`src/rtl/rbs_pkg.sv`:
```
package rbs_pkg;
   localparam int GRP_W     = 3;
   localparam int ENT_W     = 4;
   localparam int ID_W      = 5;
   localparam int TBL_N     = 16;
   localparam int GRP_SLOTS = 1 << GRP_W;

   localparam int EN_FIRST_GRP = 0;
   localparam int EN_LAST_GRP  = 5;
   localparam int DIS_GRP      = 6;

   localparam logic [7:0] TBL_ADDR [TBL_N] = '{
      8'h30, 8'h34, 8'h38,
      8'h10, 8'h14, 8'h18, 8'h1c, 8'h20, 8'h24, 8'h28, 8'h2c,
      8'h40,
      8'h50, 8'h50, 8'h50,
      8'h50 };

   localparam logic [31:0] TBL_DATA [TBL_N] = '{
      32'h077706db, 32'h05550249, 32'h00000111,
      32'hfefebff7, 32'hfdff7fef, 32'hfbffdefb, 32'hb69b5555,
      32'h24929249, 32'h49241112, 32'h11112111, 32'h00008102,
      32'h000fc987,
      32'h00000800, 32'h00000c00, 32'h00000400,
      32'h00000000 };

   localparam int GRP_FIRST [GRP_SLOTS] = '{0, 3, 11, 12, 13, 14, 15, 15};
   localparam int GRP_LEN   [GRP_SLOTS] = '{3, 8,  1,  1,  1,  1,  1,  1};
   localparam int GRP_ID    [GRP_SLOTS] = '{6, 14, 3,  2,  2,  2,  2,  2};

   localparam logic [31:0] ROOT_SET  = 32'h0000_0002;
   localparam logic [31:0] APPLY_SET = 32'h0000_0100;
   localparam int          ACK_LSB   = 16;

   typedef enum logic [3:0] {
      S_IDLE, S_RDY_RD, S_RDY_WR, S_RDY_POLL, S_REG_WR,
      S_ID_RD, S_ID_WR, S_UPD_RD, S_UPD_WR,
      S_ACK_POLL, S_CLR_WR, S_CLR_POLL
   } seq_state_t;

   typedef enum logic [1:0] {PH_NONE, PH_READY, PH_ACK, PH_CLEAR} fail_ph_t;
endpackage

```
`src/rtl/rbs_table.sv`:
```
module rbs_table
   import rbs_pkg::*;
(
   input  logic [GRP_W-1:0] grp,
   input  logic [ENT_W-1:0] ent,
   output logic [7:0]       reg_addr,
   output logic [31:0]      reg_val,
   output logic [ENT_W-1:0] len,
   output logic [ID_W-1:0]  base_id
);
   logic [TBL_N-1:0] hit;
   int               idx;

   always_comb begin
      len     = ENT_W'(GRP_LEN[grp]);
      base_id = ID_W'(GRP_ID[grp]);
      idx     = GRP_FIRST[grp] + int'(ent);
   end

   for (genvar i = 0; i < TBL_N; i++) begin : g_hit
      assign hit[i] = (idx == i);
   end

   always_comb begin
      reg_addr = '0;
      reg_val  = '0;
      for (int i = 0; i < TBL_N; i++) begin
         if (hit[i]) begin
            reg_addr = TBL_ADDR[i];
            reg_val  = TBL_DATA[i];
         end
      end
   end
endmodule

```
`src/rtl/rbs_timer.sv`:
```
module rbs_timer #(
   parameter int LIMIT = 25000
) (
   input  logic clk,
   input  logic rst_n,
   input  logic clr,
   input  logic run,
   output logic expired
);
   localparam int CW = $clog2(LIMIT + 1);
   localparam logic [CW-1:0] LIM = CW'(LIMIT);

   logic [CW-1:0] cnt;

   initial begin
      if (LIMIT < 2) $fatal(1, "rbs_timer: LIMIT must be at least 2");
   end

   always_ff @(posedge clk or negedge rst_n) begin
      if (!rst_n)                 cnt <= '0;
      else if (clr)               cnt <= '0;
      else if (run && cnt != LIM) cnt <= cnt + 1'b1;
   end

   assign expired = (cnt == LIM);

   // the limit is only reached by counting poll cycles
   a_r6_expire_needs_run: assert property (@(posedge clk) disable iff (!rst_n)
      $rose(expired) |-> $past(run));
   // once expired the count holds until the next clear
   a_r6_expire_holds: assert property (@(posedge clk) disable iff (!rst_n)
      expired && !clr |=> expired);
endmodule

```
`src/rtl/ramp_bringup_seq.sv`:
```
module ramp_bringup_seq
   import rbs_pkg::*;
#(
   parameter int CLK_MHZ    = 50,
   parameter int TIMEOUT_US = 500,
   parameter int ADDR_W     = 8,
   parameter int CMD_OFS    = 'h00,
   parameter int CFG_OFS    = 'h60
) (
   input  logic              clk,
   input  logic              rst_n,
   input  logic              start_en,
   input  logic              start_dis,
   output logic              m_valid,
   input  logic              m_ready,
   output logic              m_write,
   output logic [ADDR_W-1:0] m_addr,
   output logic [31:0]       m_wdata,
   input  logic              m_rvalid,
   input  logic [31:0]       m_rdata,
   output logic              busy,
   output logic              done,
   output logic              error,
   output logic [GRP_W-1:0]  fail_group,
   output logic [1:0]        fail_phase
);
   localparam int LIMIT = CLK_MHZ * TIMEOUT_US;

   initial begin
      if (ADDR_W < 8)          $fatal(1, "ramp_bringup_seq: ADDR_W below 8");
      if (CMD_OFS == CFG_OFS)  $fatal(1, "ramp_bringup_seq: register offsets collide");
      if (LIMIT < 2)           $fatal(1, "ramp_bringup_seq: timeout too short");
   end

   seq_state_t       st;
   logic [GRP_W-1:0] grp, last_grp;
   logic [ENT_W-1:0] ent;
   logic             rsp_wait;
   logic [31:0]      rmw_q;

   logic [7:0]       t_addr;
   logic [31:0]      t_val;
   logic [ENT_W-1:0] t_len;
   logic [ID_W-1:0]  t_id;
   logic [ID_W-1:0]  cur_id;
   logic [4:0]       ack_pos;
   logic             ent_last, is_poll, is_rd, hs, rsp, tmr_clr, tmo;

   rbs_table u_tbl (
      .grp      (grp),
      .ent      (ent),
      .reg_addr (t_addr),
      .reg_val  (t_val),
      .len      (t_len),
      .base_id  (t_id)
   );

   assign cur_id   = t_id - ID_W'(ent);
   assign ack_pos  = 5'(ACK_LSB) + cur_id;
   assign ent_last = (ent == t_len - 1'b1);
   assign is_poll  = (st == S_RDY_POLL) || (st == S_ACK_POLL) || (st == S_CLR_POLL);
   assign is_rd    = is_poll || (st == S_RDY_RD) || (st == S_ID_RD) || (st == S_UPD_RD);
   assign busy     = (st != S_IDLE);
   assign m_valid  = busy && !rsp_wait;
   assign m_write  = !is_rd;
   assign hs       = m_valid && m_ready;
   assign rsp      = rsp_wait && m_rvalid;
   assign tmr_clr  = hs && ((st == S_RDY_WR) || (st == S_UPD_WR) || (st == S_CLR_WR));

   rbs_timer #(.LIMIT(LIMIT)) u_tmr (
      .clk     (clk),
      .rst_n   (rst_n),
      .clr     (tmr_clr),
      .run     (is_poll),
      .expired (tmo)
   );

   always_comb begin
      m_addr  = ADDR_W'(CFG_OFS);
      m_wdata = '0;
      case (st)
         S_RDY_RD, S_RDY_POLL: m_addr = ADDR_W'(CMD_OFS);
         S_RDY_WR: begin
            m_addr  = ADDR_W'(CMD_OFS);
            m_wdata = rmw_q | ROOT_SET;
         end
         S_REG_WR: begin
            m_addr  = ADDR_W'(t_addr);
            m_wdata = t_val;
         end
         S_ID_WR:  m_wdata = rmw_q | 32'(cur_id);
         S_UPD_WR: m_wdata = rmw_q | APPLY_SET;
         default:  m_wdata = '0;
      endcase
   end

   always_ff @(posedge clk or negedge rst_n) begin
      if (!rst_n) begin
         st         <= S_IDLE;
         grp        <= '0;
         last_grp   <= '0;
         ent        <= '0;
         rsp_wait   <= 1'b0;
         rmw_q      <= '0;
         done       <= 1'b0;
         error      <= 1'b0;
         fail_group <= '0;
         fail_phase <= PH_NONE;
      end else begin
         done <= 1'b0;
         if (hs && is_rd) rsp_wait <= 1'b1;
         if (rsp)         rsp_wait <= 1'b0;
         case (st)
            S_IDLE: if (start_en || start_dis) begin
               grp        <= start_en ? GRP_W'(EN_FIRST_GRP) : GRP_W'(DIS_GRP);
               last_grp   <= start_en ? GRP_W'(EN_LAST_GRP)  : GRP_W'(DIS_GRP);
               ent        <= '0;
               error      <= 1'b0;
               fail_group <= '0;
               fail_phase <= PH_NONE;
               st         <= S_RDY_RD;
            end
            S_RDY_RD: if (rsp) begin
               rmw_q <= m_rdata;
               st    <= S_RDY_WR;
            end
            S_RDY_WR: if (hs) st <= S_RDY_POLL;
            S_RDY_POLL: if (rsp) begin
               if (!m_rdata[0]) begin
                  ent <= '0;
                  st  <= S_REG_WR;
               end else if (tmo) begin
                  st         <= S_IDLE;
                  error      <= 1'b1;
                  fail_group <= grp;
                  fail_phase <= PH_READY;
               end
            end
            S_REG_WR: if (hs) begin
               if (ent_last) begin
                  ent <= '0;
                  st  <= S_ID_RD;
               end else begin
                  ent <= ent + 1'b1;
               end
            end
            S_ID_RD: if (rsp) begin
               rmw_q <= m_rdata;
               st    <= S_ID_WR;
            end
            S_ID_WR: if (hs) st <= S_UPD_RD;
            S_UPD_RD: if (rsp) begin
               rmw_q <= m_rdata;
               st    <= S_UPD_WR;
            end
            S_UPD_WR: if (hs) st <= S_ACK_POLL;
            S_ACK_POLL: if (rsp) begin
               if (m_rdata[ack_pos]) begin
                  st <= S_CLR_WR;
               end else if (tmo) begin
                  st         <= S_IDLE;
                  error      <= 1'b1;
                  fail_group <= grp;
                  fail_phase <= PH_ACK;
               end
            end
            S_CLR_WR: if (hs) st <= S_CLR_POLL;
            S_CLR_POLL: if (rsp) begin
               if (m_rdata[31:16] == 16'h0) begin
                  if (!ent_last) begin
                     ent <= ent + 1'b1;
                     st  <= S_ID_RD;
                  end else if (grp == last_grp) begin
                     done <= 1'b1;
                     st   <= S_IDLE;
                  end else begin
                     grp <= grp + 1'b1;
                     ent <= '0;
                     st  <= S_RDY_RD;
                  end
               end else if (tmo) begin
                  st         <= S_IDLE;
                  error      <= 1'b1;
                  fail_group <= grp;
                  fail_phase <= PH_CLEAR;
               end
            end
            default: st <= S_IDLE;
         endcase
      end
   end

   // a pending request keeps its attributes until accepted
   a_r10_req_hold: assert property (@(posedge clk) disable iff (!rst_n)
      m_valid && !m_ready |=> m_valid && $stable(m_addr) && $stable(m_wdata) && $stable(m_write));
   // done is a single-cycle pulse
   a_r7_done_pulse: assert property (@(posedge clk) disable iff (!rst_n)
      done |=> !done);
   // completion leaves the block idle and error-free
   a_r7_done_idle: assert property (@(posedge clk) disable iff (!rst_n)
      done |-> !busy && !error);
   // an error only follows a poll response
   a_r6_err_from_rsp: assert property (@(posedge clk) disable iff (!rst_n)
      $rose(error) |-> $past(m_rvalid));
   // after a failure the bus is quiet
   a_r6_err_quiet: assert property (@(posedge clk) disable iff (!rst_n)
      error |-> !busy && !m_valid && fail_phase != 2'd0);
   // error persists until a start arrives
   a_r8_err_hold: assert property (@(posedge clk) disable iff (!rst_n)
      error && !start_en && !start_dis |=> error);
endmodule

```
`config.mk`:
```
export PLATFORM = sky130hd
export DESIGN_NAME = ramp_bringup_seq
export DESIGN_NICKNAME = d
export VERILOG_FILES = /design/src/rtl/rbs_pkg.sv /design/src/rtl/rbs_table.sv /design/src/rtl/rbs_timer.sv /design/src/rtl/ramp_bringup_seq.sv
export SDC_FILE = /design/constraint.sdc
export NUM_CORES = 1
export LEC_CHECK = 0
export BUFFER_PORTS_ARGS = -buffer_cell sky130_fd_sc_hd__buf_2
export CAP_MARGIN = 30
export CORE_ASPECT_RATIO = 2
export CORE_MARGIN = 2
export CORE_UTILIZATION = 35
export DETAILED_ROUTE_END_ITERATION = 8
export PLACE_DENSITY = 0.62
export SYNTH_ARGS = -nofsm -noshare
export SYNTH_HDL_FRONTEND = slang
export SYNTH_SLANG_ARGS = --single-unit
export TNS_END_PERCENT = 10
```
`constraint.sdc`:
```
create_clock -name clk -period 3.7 [get_ports clk]
set_input_delay 0.37 -clock clk [delete_from_list [all_inputs] [get_ports clk]]
set_output_delay 0.37 -clock clk [all_outputs]
set_load 0.1 [all_outputs]
```
### Word-level counts from Yosys, hierarchy flattened

Memories as Yosys holds them, arrays and structs flattened.
Index checks and enable logic that the tools add are counted.
W data, S select, Z words.

| word-level totals | value |
|---|---|
| bits of input ports | 38 |
| memories kept | 3 |
| output and inout port bits | 50 |
| memory bits (read-only) | 768 |
| word-level logic and storage cells | 231 |
| register bits after elaboration | 69 |

Memory list:

| name | words | bits a word | rd ports | clocked after Yosys merged registers in | wr ports | line | text |
|---|---|---|---|---|---|---|---|
| (name not given) | 8 | 32 | 1 | 0 | 0 | rbs_table.sv:17 | `idx = GRP_FIRST[grp] + int'(ent);` |
| (name not given) | 8 | 32 | 1 | 0 | 0 | rbs_table.sv:15 | `len = ENT_W'(GRP_LEN[grp]);` |
| (name not given) | 8 | 32 | 1 | 0 | 0 | rbs_table.sv:16 | `base_id = ID_W'(GRP_ID[grp]);` |

| operators by class | value |
|---|---|
| muxes and demuxes | 118 |
| eq/ne operators | 54 |
| reduce and logical (&&, ||, !) cells | 34 |
| $add $sub $neg | 7 |
| bitwise gates (word level) | 2 |
| magnitude comparators | 2 |

Operators by type and width:

| kind | count |
|---|---|
| $mux W32 | 15 |
| $eq A32 B5 Y1 const B | 8 |
| $eq A32 B4 Y1 const B | 4 |
| $pmux W32 S4 | 1 |
| $mux W4 | 28 |
| $mux W27 | 3 |
| $mux W6 | 11 |
| $eq A32 B3 Y1 const B | 2 |
| $pmux W4 S12 | 1 |
| $mux W3 | 15 |
| $ne A2 B2 Y1 const B | 22 |
| $mux W7 | 5 |
| $add A32 B5 Y32 | 1 |
| $eq A32 B2 Y1 const B | 1 |
| $logic_not A32 Y1 | 1 |
| $or A32 B5 Y32 | 1 |
| $mux W15 | 2 |
| $mux W2 | 11 |
| $mux W1 | 17 |
| $eq A4 B3 Y1 const B | 4 |
| $eq A4 B4 Y1 const B | 4 |
| $logic_not A16 Y1 | 1 |
| $pmux W4 S4 | 1 |
| $pmux W8 S2 | 1 |
| other kinds (35) | 57 |

### Longest topological paths before layout

Gate-level depths: netlist of the first run.

| depth | value |
|---|---|
| depth after elaboration | 23 |
| gate-level depth with buffers | 14 |
| depth with buffers taken out | 13 |

### Hierarchy

From an unflattened synthesis of the first run, not the netlist that was laid out.

| unflattened totals | value |
|---|---|
| cell total of the unflattened synthesis | 595 |
| area total of the unflattened synthesis | 5432.7 um^2 |

Modules (own cells, without submodules):

| module | area an instance (um^2) | sequential area each (um^2) | cells each | instances |
|---|---|---|---|---|
| ramp_bringup_seq | 3579.7 | 1351.3 | 352 | 1 |
| rbs_table | 1053.5 | 0.0 | 162 | 1 |
| rbs_timer | 799.5 | 375.4 | 81 | 1 |

### Worst setup path after synthesis of the first run

No wires, ideal clock.

| timing path | value |
|---|---|
| kind | register to output |
| start | reg grp[0] |
| end | out m_wdata[4] |
| data required time | 3.330 ns |
| path buffers | 1 |
| cell stages (with the launch flop) | 13 |
| arrival | 4.980 ns |
| slack | -1.650 ns |
| path through | dfrtp_1 -> inv_1 -> ha_1 -> nor2_1 -> a21oi_1 -> ha_1 -> fa_1 -> a21o_1 -> a21oi_1 -> and3_1 -> clkbuf_1 -> o21ai_0 -> o32ai_1 |

| on the way | value |
|---|---|
| longest elaborated chain between the ends | 23 |

RTL lines:

| item | line | text |
|---|---|---|
| start, declared | ramp_bringup_seq.sv:36 | `logic [GRP_W-1:0] grp, last_grp;` |
| start signal, assigned | ramp_bringup_seq.sv:115 | `grp <= start_en ? GRP_W'(EN_FIRST_GRP) : GRP_W'(DIS_GRP);` |
| start signal, assigned | ramp_bringup_seq.sv:177 | `grp <= grp + 1'b1;` |
| $not A3 Y4 (not written as such) * | rbs_table.sv:16, rbs_table.sv:17 |  |
| $mem_v2 Z8 W32 | n/a |  |
| $mux W32 (not written as such) (2 in a row) | rbs_table.sv:17 |  |
| $add A32 B5 Y32 | rbs_table.sv:17 |  |
| $logic_not A32 Y1 | rbs_table.sv:21 | `assign hit[i] = (idx == i);` |
| $mux W27 (3 in a row) | rbs_table.sv:28 | `if (hit[i]) begin` |
| $mux W32 (13 in a row) | rbs_table.sv:28 |  |
| $pmux W32 S4 * | ramp_bringup_seq.sv:81 | `case (st)` |
| end, declared | ramp_bringup_seq.sv:18 | `output logic [31:0] m_wdata,` |

Mark *: on every way between the ends. The rest lies on a longest branch, timed or not. The select of a mux whose other input is x is not followed.

### Worst setup path after layout of the first run

| timing path | value |
|---|---|
| start | reg grp[1] |
| end | out m_wdata[28] |

| on the way | value |
|---|---|
| longest elaborated chain between the ends | 20 |

RTL lines:

| item | line |
|---|---|
| $not A3 Y4 (not written as such) * | rbs_table.sv:17 |
| $mem_v2 Z8 W32 * | n/a |
| $mux W32 (not written as such) * (2 in a row) | rbs_table.sv:17 |
| $add A32 B5 Y32 * | rbs_table.sv:17 |
| $eq A32 B3 Y1 | rbs_table.sv:21 |
| $mux W32 (12 in a row) | rbs_table.sv:28 |
| $mux W32 * | rbs_table.sv:28 |
| $pmux W32 S4 * | ramp_bringup_seq.sv:81 |

Marks and branches as above.

==> impl_metrics.tcl, run 1 <==
set metrics [dict create \
    p_leak_nw 2.85 \
    cpPeakStageDelay_ps 390 \
    grt_pass1_vias 4783 \
    totalPowerFinal_mw 7.07 \
    final_common_cell "dfrtp_1" \
    drt-total-wl_um 16100 \
    rows 61 \
    portBuffers 84 \
    whs_endpoint "last_grp[1]" \
    num-fill-cells 1264 \
    critical_path_class "flip-flop to output port" \
    path_cells "inv_1, ha_1, nor2_2, a21oi_2, ha_1, a21o_1, a21oi_4, xnor2_4, buf_6, nor2_1, a21oi_1, o21ai_0, a22o_1, buf_12" \
    ys_seq_elements 69 \
    critPathSlowestCell "dfrtp_1" \
    synth_top_area_share_pct 35.3 \
    yosysUniqueCellTypes 63 \
    drive_gt1_share_pct 32.2 \
    final_nets 710 \
    clock_sinks 69 \
    netlist_instances 559 \
    drtAntennaViolNets 0 \
    cts_buffer_depth 2 \
    syn_area_per_cell_um2 8.75 \
    whs_ps 237 \
    antenna_found_initial 0 \
    area_delta_synth_final_pct 37.0 \
    synth.area.top_cells "dfrtp_1 35%, mux2_2 8.5%, o21ai_0 4.9%, nand2_1 4.8%, a21oi_1 4.8%" \
    final_cell_area_um2 6700 \
    place_congestion 0.967 \
    grt_start_max_net_pins 34 \
    gr-total-overflow 0 \
    synth_top_area_cell "dfrtp_1" \
    top_layer "met4" \
    die_h_um 171 \
    vias 4776 \
    grt_pass1_wl_um 25100 \
    ff2ff_path_depth 12 \
    async_flop_share_pct 100 \
    start_util_pct 35.4 \
    wl_met1_um 5550 \
    routed-wl-met3_um 684 \
    crit_required_ps 3330 \
    hold_violations 0 \
    cts_buffers 9 \
    power_density_nw_per_um2 1050 \
    worstReg2RegStart "grp[2]" \
    cts_root_buf "clkbuf_16" \
    critPathMostFrequentCell "ha_1" \
    r2r_end "fail_phase[0]" \
    clkTransAtPathRegs_ps 60 \
    grtUsageTotal_pct 21.8 \
    cp_max_fo 10 \
    layout_common_cells "69 x dfrtp_1, 60 x nand2_1, 49 x nor2_1, 47 x buf_2, 40 x a21oi_1" \
    antenna_cells 0 \
    wl_met2_um 8740 \
    min_path_type "primary input to flip-flop" \
    drc 0 \
    clk_latency_ps 340 \
    tns_ps 0 \
    hold_start "start_en" \
    wl_per_cell_um 19.0 \
    start_kind "flip-flop" \
    synthFlopType "dfrtp_1" \
    dpl.hpwl_um 12500 \
    routed_via_density 5.64 \
    rsz0062_at_grt "yes" \
    dpl_cell_area_um2 6170 \
    die_area_um2 15000 \
    cap_violations 0 \
    tritoncts "built" \
    r2r_setup_slack_ps 260 \
    period_share_pct 99.3 \
    h-tree-depth 3 \
    timing.fmax_mhz 272 \
    layout_min_cycle_time_ps 3670 \
    min_path_cells 2 \
    max_slew.worst_pin.slew_ps 746 \
    worstPathArrival_ps 3300 \
    setup_viol 0 \
    outcome "finished clean" \
    yosysWarnings 0 \
    netlist_area_um2 4890 \
    seq_area_frac_synth_pct 35.3 \
    slew_headroom_pct 49.9 \
    drt_iter0_markers 310 \
    peakVddDrop_mv 0.901 \
    coreArea_um2 13800 \
    synth_edf_count 0 \
    fin_skew_ps 8.01 \
    drv_slew 0 \
    detail_route.first_pass.iterations 5 \
    die_w_um 87.6 \
    io_pins 88 \
    cp-end-kind "output port" \
]
synth_stat cells, types with 5 or more instances:
cell / n
o21ai_0: 48
clkbuf_1: 20
mux2_2: 37
nor4_1: 6
xor2_1: 16
nor2_1: 57
and2_1: 5
nor3_1: 6
or3_1: 5
dfrtp_1: 69
a31oi_1: 5
a32o_1: 6
mux2i_1: 9
xnor2_1: 8
inv_1: 22
nor2b_1: 5
a22o_1: 12
nand3_1: 9
o22ai_1: 9
nand4_1: 6
ha_1: 18
nand2_1: 63
a21o_1: 7
a21oi_1: 47
where the power goes:
group          internal [mW]  total [mW]  switching (mW)
Sequential              1.03        1.32           0.293
Combinational           1.64        4.73            3.09
Clock                  0.662        1.01           0.351
per-stage QoR:
step,std cells,utilization [%],worst slack [ps]
6_report,847,48.5,25.8
2_1_floorplan,561,-,-511
3_5_place_dp,826,44.7,145
4_1_cts,844,47.6,-12.2
5_1_grt,847,48.5,-79.5
3_3_place_gp,826,44.7,203
timing repair:
item	CTS	global route
resized for setup	16	25
hold endpoints to repair	17	0
endpoints found under the setup margin	29	36
pin swaps	2	6
hold buffers	1	0
buffers inserted	1	3
worst max path at each step:
stage / from / end / slack (ps) / depth (start not counted)
detailed placement: grp[0] / m_wdata[13] / 140 / 14
floorplan: grp[0] / m_wdata[10] / -510 / 12
global placement: grp[0] / m_wdata[13] / 200 / 14
finish: grp[1] / m_wdata[28] / 30 / 14
global route: grp[1] / m_wdata[28] / -80 / 13
CTS: grp[0] / m_wdata[28] / -10 / 14
critical path, delay by kind of cell (launching register included):
family	cells	cell delay, ps
compound gates	6	1090
fa+ha+maj	2	570
buf+inv	3	520
flops	1	390
simple gates	2	200
xor+xnor	1	200
final cells by class:
cell class | instances | area, um^2 | share of cell area, %
multi-input combinational | 440 | 3140 | 46.9
sequential | 69 | 1730 | 25.8
timing repair buffer | 110 | 1160 | 17.3
tap | 189 | 236 | 3.53
clock buffer | 9 | 225 | 3.36
clock inverter | 7 | 121 | 1.81
inverter | 23 | 86.3 | 1.29
metal layers:
metal | up-vias | GRT usage [%]
li1 | 2201 | -
met1 | 2318 | 22.4
met2 | 202 | 39.3
met3 | 55 | 3.42
met4 | 0 | 14.7
met5 | - | 0
kinds of logic (layout without fill, tap and decap cells):
kind of cell / Yosys count / count (layout) / share of synthesized area, %
xor+xnor: 24 / 24 / 4.30
compound gates: 159 / 159 / 20.4
other cells: 1 / 3 / 0.0767
flops: 69 / 69 / 35.3
mux: 49 / 49 / 11.3
fa+ha+maj: 19 / 19 / 5.02
buf+inv: 52 / 149 / 4.63
simple gates: 186 / 186 / 19.0
registers in the layout (all words and copies together) (netlist names):
| register | count |
|---|---|
| ent | 4 |
| rmw_q | 32 |
| grp | 3 |
| fail_phase | 2 |
| u_tmr.cnt | 15 |
| done | 1 |
| last_grp | 3 |
| fail_group | 3 |
| error | 1 |
| rsp_wait | 1 |
| st | 4 |
Note: power is estimated with default switching activity, not from simulation.
==> run 2: changes to the inputs <==
--- a/config.mk
+++ b/config.mk
@@ -9,9 +9,9 @@
 export CAP_MARGIN = 30
 export CORE_ASPECT_RATIO = 2
 export CORE_MARGIN = 2
-export CORE_UTILIZATION = 35
+export CORE_UTILIZATION = 39
 export DETAILED_ROUTE_END_ITERATION = 8
-export PLACE_DENSITY = 0.62
+export PLACE_DENSITY = 0.67
 export SYNTH_ARGS = -nofsm -noshare
 export SYNTH_HDL_FRONTEND = slang
 export SYNTH_SLANG_ARGS = --single-unit
==> run 2 against run 1 <==
Net effect:
- sequential power rose by 3%
- sequential cell count did not move
- final cell count fell by 5.0%
- first-iteration DRC count fell by 20%
- critical endpoint is now m_wdata[11]
- sequential share of layout area rose by 0.29 points
- worst hold slack got worse by 19 ps
- clock skew fell by 2.6 ps
- clock-buffer cell count did not move
- wire length rose by 2.4%
- critical path depth fell by 1
- register-to-register slack got worse by 20 ps
- core utilization rose by 5.8 points
==> impl_metrics.tcl, run 2 (synthesized netlist as in run 1, its figures left out) <==
set metrics [dict create \
    die_area_um2 13500 \
    crit_required_ps 3330 \
    cts_buffers 9 \
    antenna_cells 0 \
    cts_root_buf "clkbuf_16" \
    outcome "finished clean" \
    grtUsageTotal_pct 24.6 \
    wl_per_cell_um 20.4 \
    min_path_type "primary input to async pin" \
    largest_reg_flops 32 \
    power_density_nw_per_um2 1070 \
    worstPathArrival_ps 3240 \
    setup_viol 0 \
    rows 57 \
    hold_violations 0 \
    cap_violations 0 \
    rsz0062_at_grt "yes" \
    critical_path_class "flip-flop to output port" \
    whs_ps 217 \
    start_util_pct 40.1 \
    drt_iter0_markers 249 \
    cpPeakStageDelay_ps 420 \
    drv_slew 0 \
    coreArea_um2 12200 \
    grt_start_max_net_pins 70 \
    portBuffers 84 \
    slew_headroom_pct 40.3 \
    cts_hold_buf 0 \
    place_congestion 0.940 \
    r2r_setup_slack_ps 240 \
    top_register "rmw_q" \
    clkTransAtPathRegs_ps 60 \
    tritoncts "built" \
    routed_via_density 5.86 \
    cp-end-kind "output port" \
    clk_latency_ps 350 \
    clock_sinks 69 \
    final_common_cell "dfrtp_1" \
    totalPowerFinal_mw 7.07 \
    antenna_found_initial 0 \
    layout_min_cycle_time_ps 3610 \
    cts_buffer_depth 2 \
    cp_max_fo 7 \
    critPathSlowestCell "fa_2" \
    grt_pass1_wl_um 25800 \
    start_kind "flip-flop" \
    drt-total-wl_um 16500 \
    h-tree-depth 3 \
    grt_pass1_vias 4948 \
    drc 0 \
    dpl.hpwl_um 12700 \
    drive_gt1_share_pct 31.9 \
    max_slew.worst_pin.slew_ps 895 \
    detail_route.first_pass.iterations 5 \
    timing.fmax_mhz 277 \
    largest_registers "rmw_q: 32 flops, u_tmr.cnt: 15 flops" \
    p_leak_nw 2.84 \
    die_w_um 83.2 \
    path_cells "inv_2, ha_1, nor2_2, a21oi_1, ha_1, fa_2, xnor2_1, buf_4, buf_4, nor2_1, o21ai_1, nand2_1, buf_12" \
    fin_skew_ps 5.43 \
    layout_common_cells "69 x dfrtp_1, 61 x nand2_1, 52 x nor2_1, 47 x buf_2, 40 x a21oi_1" \
    peakVddDrop_mv 1.04 \
    postLayoutCoreUtil_pct 54.3 \
    drtAntennaViolNets 0 \
    gr-total-overflow 0 \
    period_share_pct 97.6 \
    vias 4721 \
    final_nets 710 \
    die_h_um 162 \
    area_delta_synth_final_pct 35.4 \
    io_pins 88 \
]
==> run 2: final timing paths <==
| path | startpoint | endpoint | cells after the start |
|---|---|---|---|
| min in group clk | start_en | last_grp[1] | 2 |
| max in group asynchronous | rst_n | ent[3] | 2 |
| min | rst_n | u_tmr.cnt[8] | 2 |
| min reg2reg | last_grp[2] | last_grp[2] | 1 |
| max | grp[0] | m_wdata[11] | 13 |
| max reg2reg | grp[2] | fail_phase[0] | 12 |
==> run 2: metrics by stage <==
stage | setup TNS [ps] | cell area, um^2 | std cells | setup slack [ps]
6_report | 0 | 6620 | 805 | 88.7
5_1_grt | -216 | 6620 | 805 | -55.7
4_1_cts | -96.8 | 6530 | 802 | -31.8
3_5_place_dp | 0 | 6170 | 786 | 114
3_3_place_gp | 0 | 6170 | 786 | 183
2_1_floorplan | -4230 | 4970 | 561 | -511
==> run 2: layer usage <==
layer | part of all wire (%) | vias up | GRT usage [%]
met1 | 35 | 2303 | 23.7
met3 | 3.5 | 50 | 3.55
met2 | 56 | 178 | 47.9
met4 | 5.6 | 0 | 14.9
li1 | - | 2190 | -
met5 | 0 | - | 0
==> run 2: timing repair <==
item / in CTS / in global routing
pin swaps: 2 / 6
buffers inserted: 0 / 3
endpoints found under the setup margin: 26 / 35
hold endpoints to repair: 0 / 0
resized for setup: 8 / 22
==> run 2: area by class of cell <==
| cell class | instances | area, um^2 |
|---|---|---|
| fillers | 1092 | 5570 |
| inverters | 23 | 86.3 |
| repair buffers | 110 | 1170 |
| multi-input cells | 440 | 3120 |
| clock inverters | 7 | 103 |
| clock buffers | 9 | 225 |
| well taps | 147 | 184 |
| flip-flops and latches | 69 | 1730 |
==> run 2: worst max-delay path: cells and delay by family, from the launching register on <==
kind            cells  cell delay, ps
fa+ha+maj           3             960
buf+inv             4             600
compound gates      2             430
flops               1             360
simple gates        3             350
xor+xnor            1             200
==> run 2: power breakdown <==
group | total [mW] | internal (mW) | switching, mW | leakage, nW
registers | 1.36 | 1.03 | 0.325 | 0.869
clock network | 0.967 | 0.600 | 0.367 | 0.157
logic | 4.75 | 1.65 | 3.10 | 1.81
==> run 3: changes to the inputs <==
--- a/config.mk
+++ b/config.mk
@@ -12,6 +12,7 @@
 export CORE_UTILIZATION = 39
 export DETAILED_ROUTE_END_ITERATION = 8
 export PLACE_DENSITY = 0.67
+export SETUP_SLACK_MARGIN = 0.2
 export SYNTH_ARGS = -nofsm -noshare
 export SYNTH_HDL_FRONTEND = slang
 export SYNTH_SLANG_ARGS = --single-unit
==> run 3 against run 2 <==
Net effect:
- largest power group unchanged
- critical endpoint is now m_wdata[10]
- largest cell class unchanged
- clock skew rose by 3.8 ps
- highest routed layer unchanged
- worst setup slack gained 37 ps
- worst hold slack worse by 190 ps
- critical path type unchanged
- critical path depth unchanged
==> impl_metrics.tcl, run 3 (synthesized netlist as in run 1, its figures left out) <==
set metrics [dict create \
    outcome "finished clean" \
    layout_common_cells "68 x dfrtp_1, 57 x nand2_1, 49 x nor2_1, 47 x buf_2, 39 x a21oi_1" \
    p_clk_share_pct 11.2 \
    dpl_cell_area_um2 6160 \
    largest_reg_flops 32 \
    start_util_pct 40.1 \
    cts_buffers 9 \
    clock_sinks 69 \
    cp_max_fo 9 \
    postLayoutCoreUtil_pct 55.7 \
    crit_family "compound AO/OA/AOI/OAI gates" \
    critical_path_class "flip-flop to output port" \
    cp-end-kind "output port" \
    die_h_um 162 \
    gr-total-overflow 0 \
    drt_iter0_markers 222 \
    cap_violations 0 \
    final_cell_area_um2 6790 \
    final_cells 819 \
    clk_latency_ps 350 \
    cts_buffer_depth 2 \
    path_cells "inv_2, ha_4, nor2_4, a21oi_2, ha_1, a21o_1, a21oi_4, xnor2_4, buf_6, o21ai_0, o21ai_0, o21ai_2, buf_6" \
    timing.fmax_mhz 280 \
    grt_pass1_wl_um 25500 \
    dpl.hpwl_um 12700 \
    drtAntennaViolNets 0 \
    start_kind "flip-flop" \
    die_area_um2 13500 \
    grt_pass1_vias 4883 \
    top_register "rmw_q" \
    rows 57 \
    power_frac_seq_pct 18.8 \
    combPwrFrac_pct 70.0 \
    fin_skew_ps 9.18 \
    setup_viol 0 \
    tritoncts "built" \
    detail_route.first_pass.iterations 5 \
    p_sw_share_pct 54.3 \
    cts_hold_buf 0 \
    power_density_nw_per_um2 1070 \
    cpPeakStageDelay_ps 390 \
    critPathSlowestCell "dfrtp_1" \
    totalPowerFinal_mw 7.24 \
    wl_per_cell_um 20.2 \
    hold_violations 0 \
    vias 4839 \
    cts_root_buf "clkbuf_16" \
    place_congestion 0.952 \
    r2r_setup_slack_ps 220 \
    drt-total-wl_um 16500 \
    worstPathArrival_ps 3200 \
    drv_slew 0 \
    drc 0 \
    num-fill-cells 1066 \
    intPower_mw 3.31 \
    io_pins 88 \
    r2r_end "fail_phase[0]" \
    peakVddDrop_mv 0.678 \
    coreArea_um2 12200 \
    p_sw_mw 3.93 \
    layout_min_cycle_time_ps 3570 \
    largest_registers "rmw_q: 32 flops, u_tmr.cnt: 15 flops" \
    crit_buf_inv 3 \
    final_nets 724 \
    final_common_cell "dfrtp_1" \
    min_path_type "primary input to async pin" \
    drive_gt1_share_pct 36.5 \
    grt_start_max_net_pins 45 \
    routed_via_density 5.91 \
    area_delta_synth_final_pct 38.8 \
    antenna_cells 0 \
    period_share_pct 96.6 \
    dpl.cell_count 785 \
    rsz0062_at_grt "yes" \
    clkTransAtPathRegs_ps 60 \
    worstReg2RegStart "grp[0]" \
    whs_ps 30.0 \
    ff2ff_path_depth 14 \
    slew_headroom_pct 40.3 \
    portBuffers 84 \
    p_leak_nw 2.88 \
    grtUsageTotal_pct 24.1 \
    max_slew.worst_pin.slew_ps 896 \
    die_w_um 83.2 \
    h-tree-depth 3 \
    crit_required_ps 3330 \
    antenna_found_initial 0 \
]
[run 3: cell types whose count changed in the layout (fill, tap and decap cells not counted), moves of 4 or more]
cell     change
o21ai_1      -5
buf_12       -5
o21ai_2      +5
buf_6        +6
buf_4       +12
nor2_4       +6
nand2_1      -4
[run 3: final cells by class]
class / instances / area (um^2) / area share (%)
clock buffers: 9 / 225 / 3.32
clock inverters: 7 / 50.0 / 0.737
inverters: 23 / 90.1 / 1.33
multi-input cells: 440 / 3270 / 48.2
flip-flops and latches: 69 / 1730 / 25.5
well taps: 147 / 184 / 2.71
repair buffers: 124 / 1240 / 18.2
[run 3: power by group through the flow]
stage	logic [mW]	clock network (mW)	registers (mW)
2_1_floorplan	3.32	0	1.22
3_3_place_gp	4.49	0	1.34
3_5_place_dp	4.53	0	1.36
4_1_cts	4.70	0.834	1.34
5_1_grt	5.35	0.862	1.39
6_report	5.07	0.813	1.36
[run 3: through the flow]
stage	setup WS [ps]	TNS, ps
after global placement	250	0
after CTS	94.6	0
after global routing	32.7	0
after detailed placement	183	0
after floorplan	-74.6	-89.2
final	126	0
[run 3: metal layers]
layer | track usage [%] | routed length (um)
met3 | 3.70 | 588
met5 | 0 | 0
met2 | 46.5 | 9330
met4 | 14.2 | 864
met1 | 23.8 | 5730
[run 3: repair_timing]
item,CTS,global route
resized for setup,31,29
pin swaps,4,17
hold endpoints to repair,0,0
setup buffers,3,15
setup endpoints to repair,36,37
[run 3: worst register-to-register path, cell delays in order, from the launching register on]
cell	delay [ps]
dfrtp_1	390
inv_2	120
buf_4	120
ha_1	140
nand2_1	70
ha_1	200
ha_1	340
buf_12	180
mux2_2	360
o22ai_1	180
nor4b_1	80
or4_4	570
nand3_2	200
nand2_4	100
mux2_4	300
[run 3: worst max path at each step]
stage / startpoint / end / slack, ps / depth (start not counted)
global placement: grp[0] / m_wdata[13] / 250 / 14
detailed placement: grp[0] / m_wdata[13] / 180 / 14
CTS: grp[0] / m_wdata[30] / 90 / 14
global route: grp[0] / m_wdata[10] / 30 / 13
floorplan: grp[0] / m_addr[5] / -70 / 12
finish: grp[0] / m_wdata[10] / 130 / 13
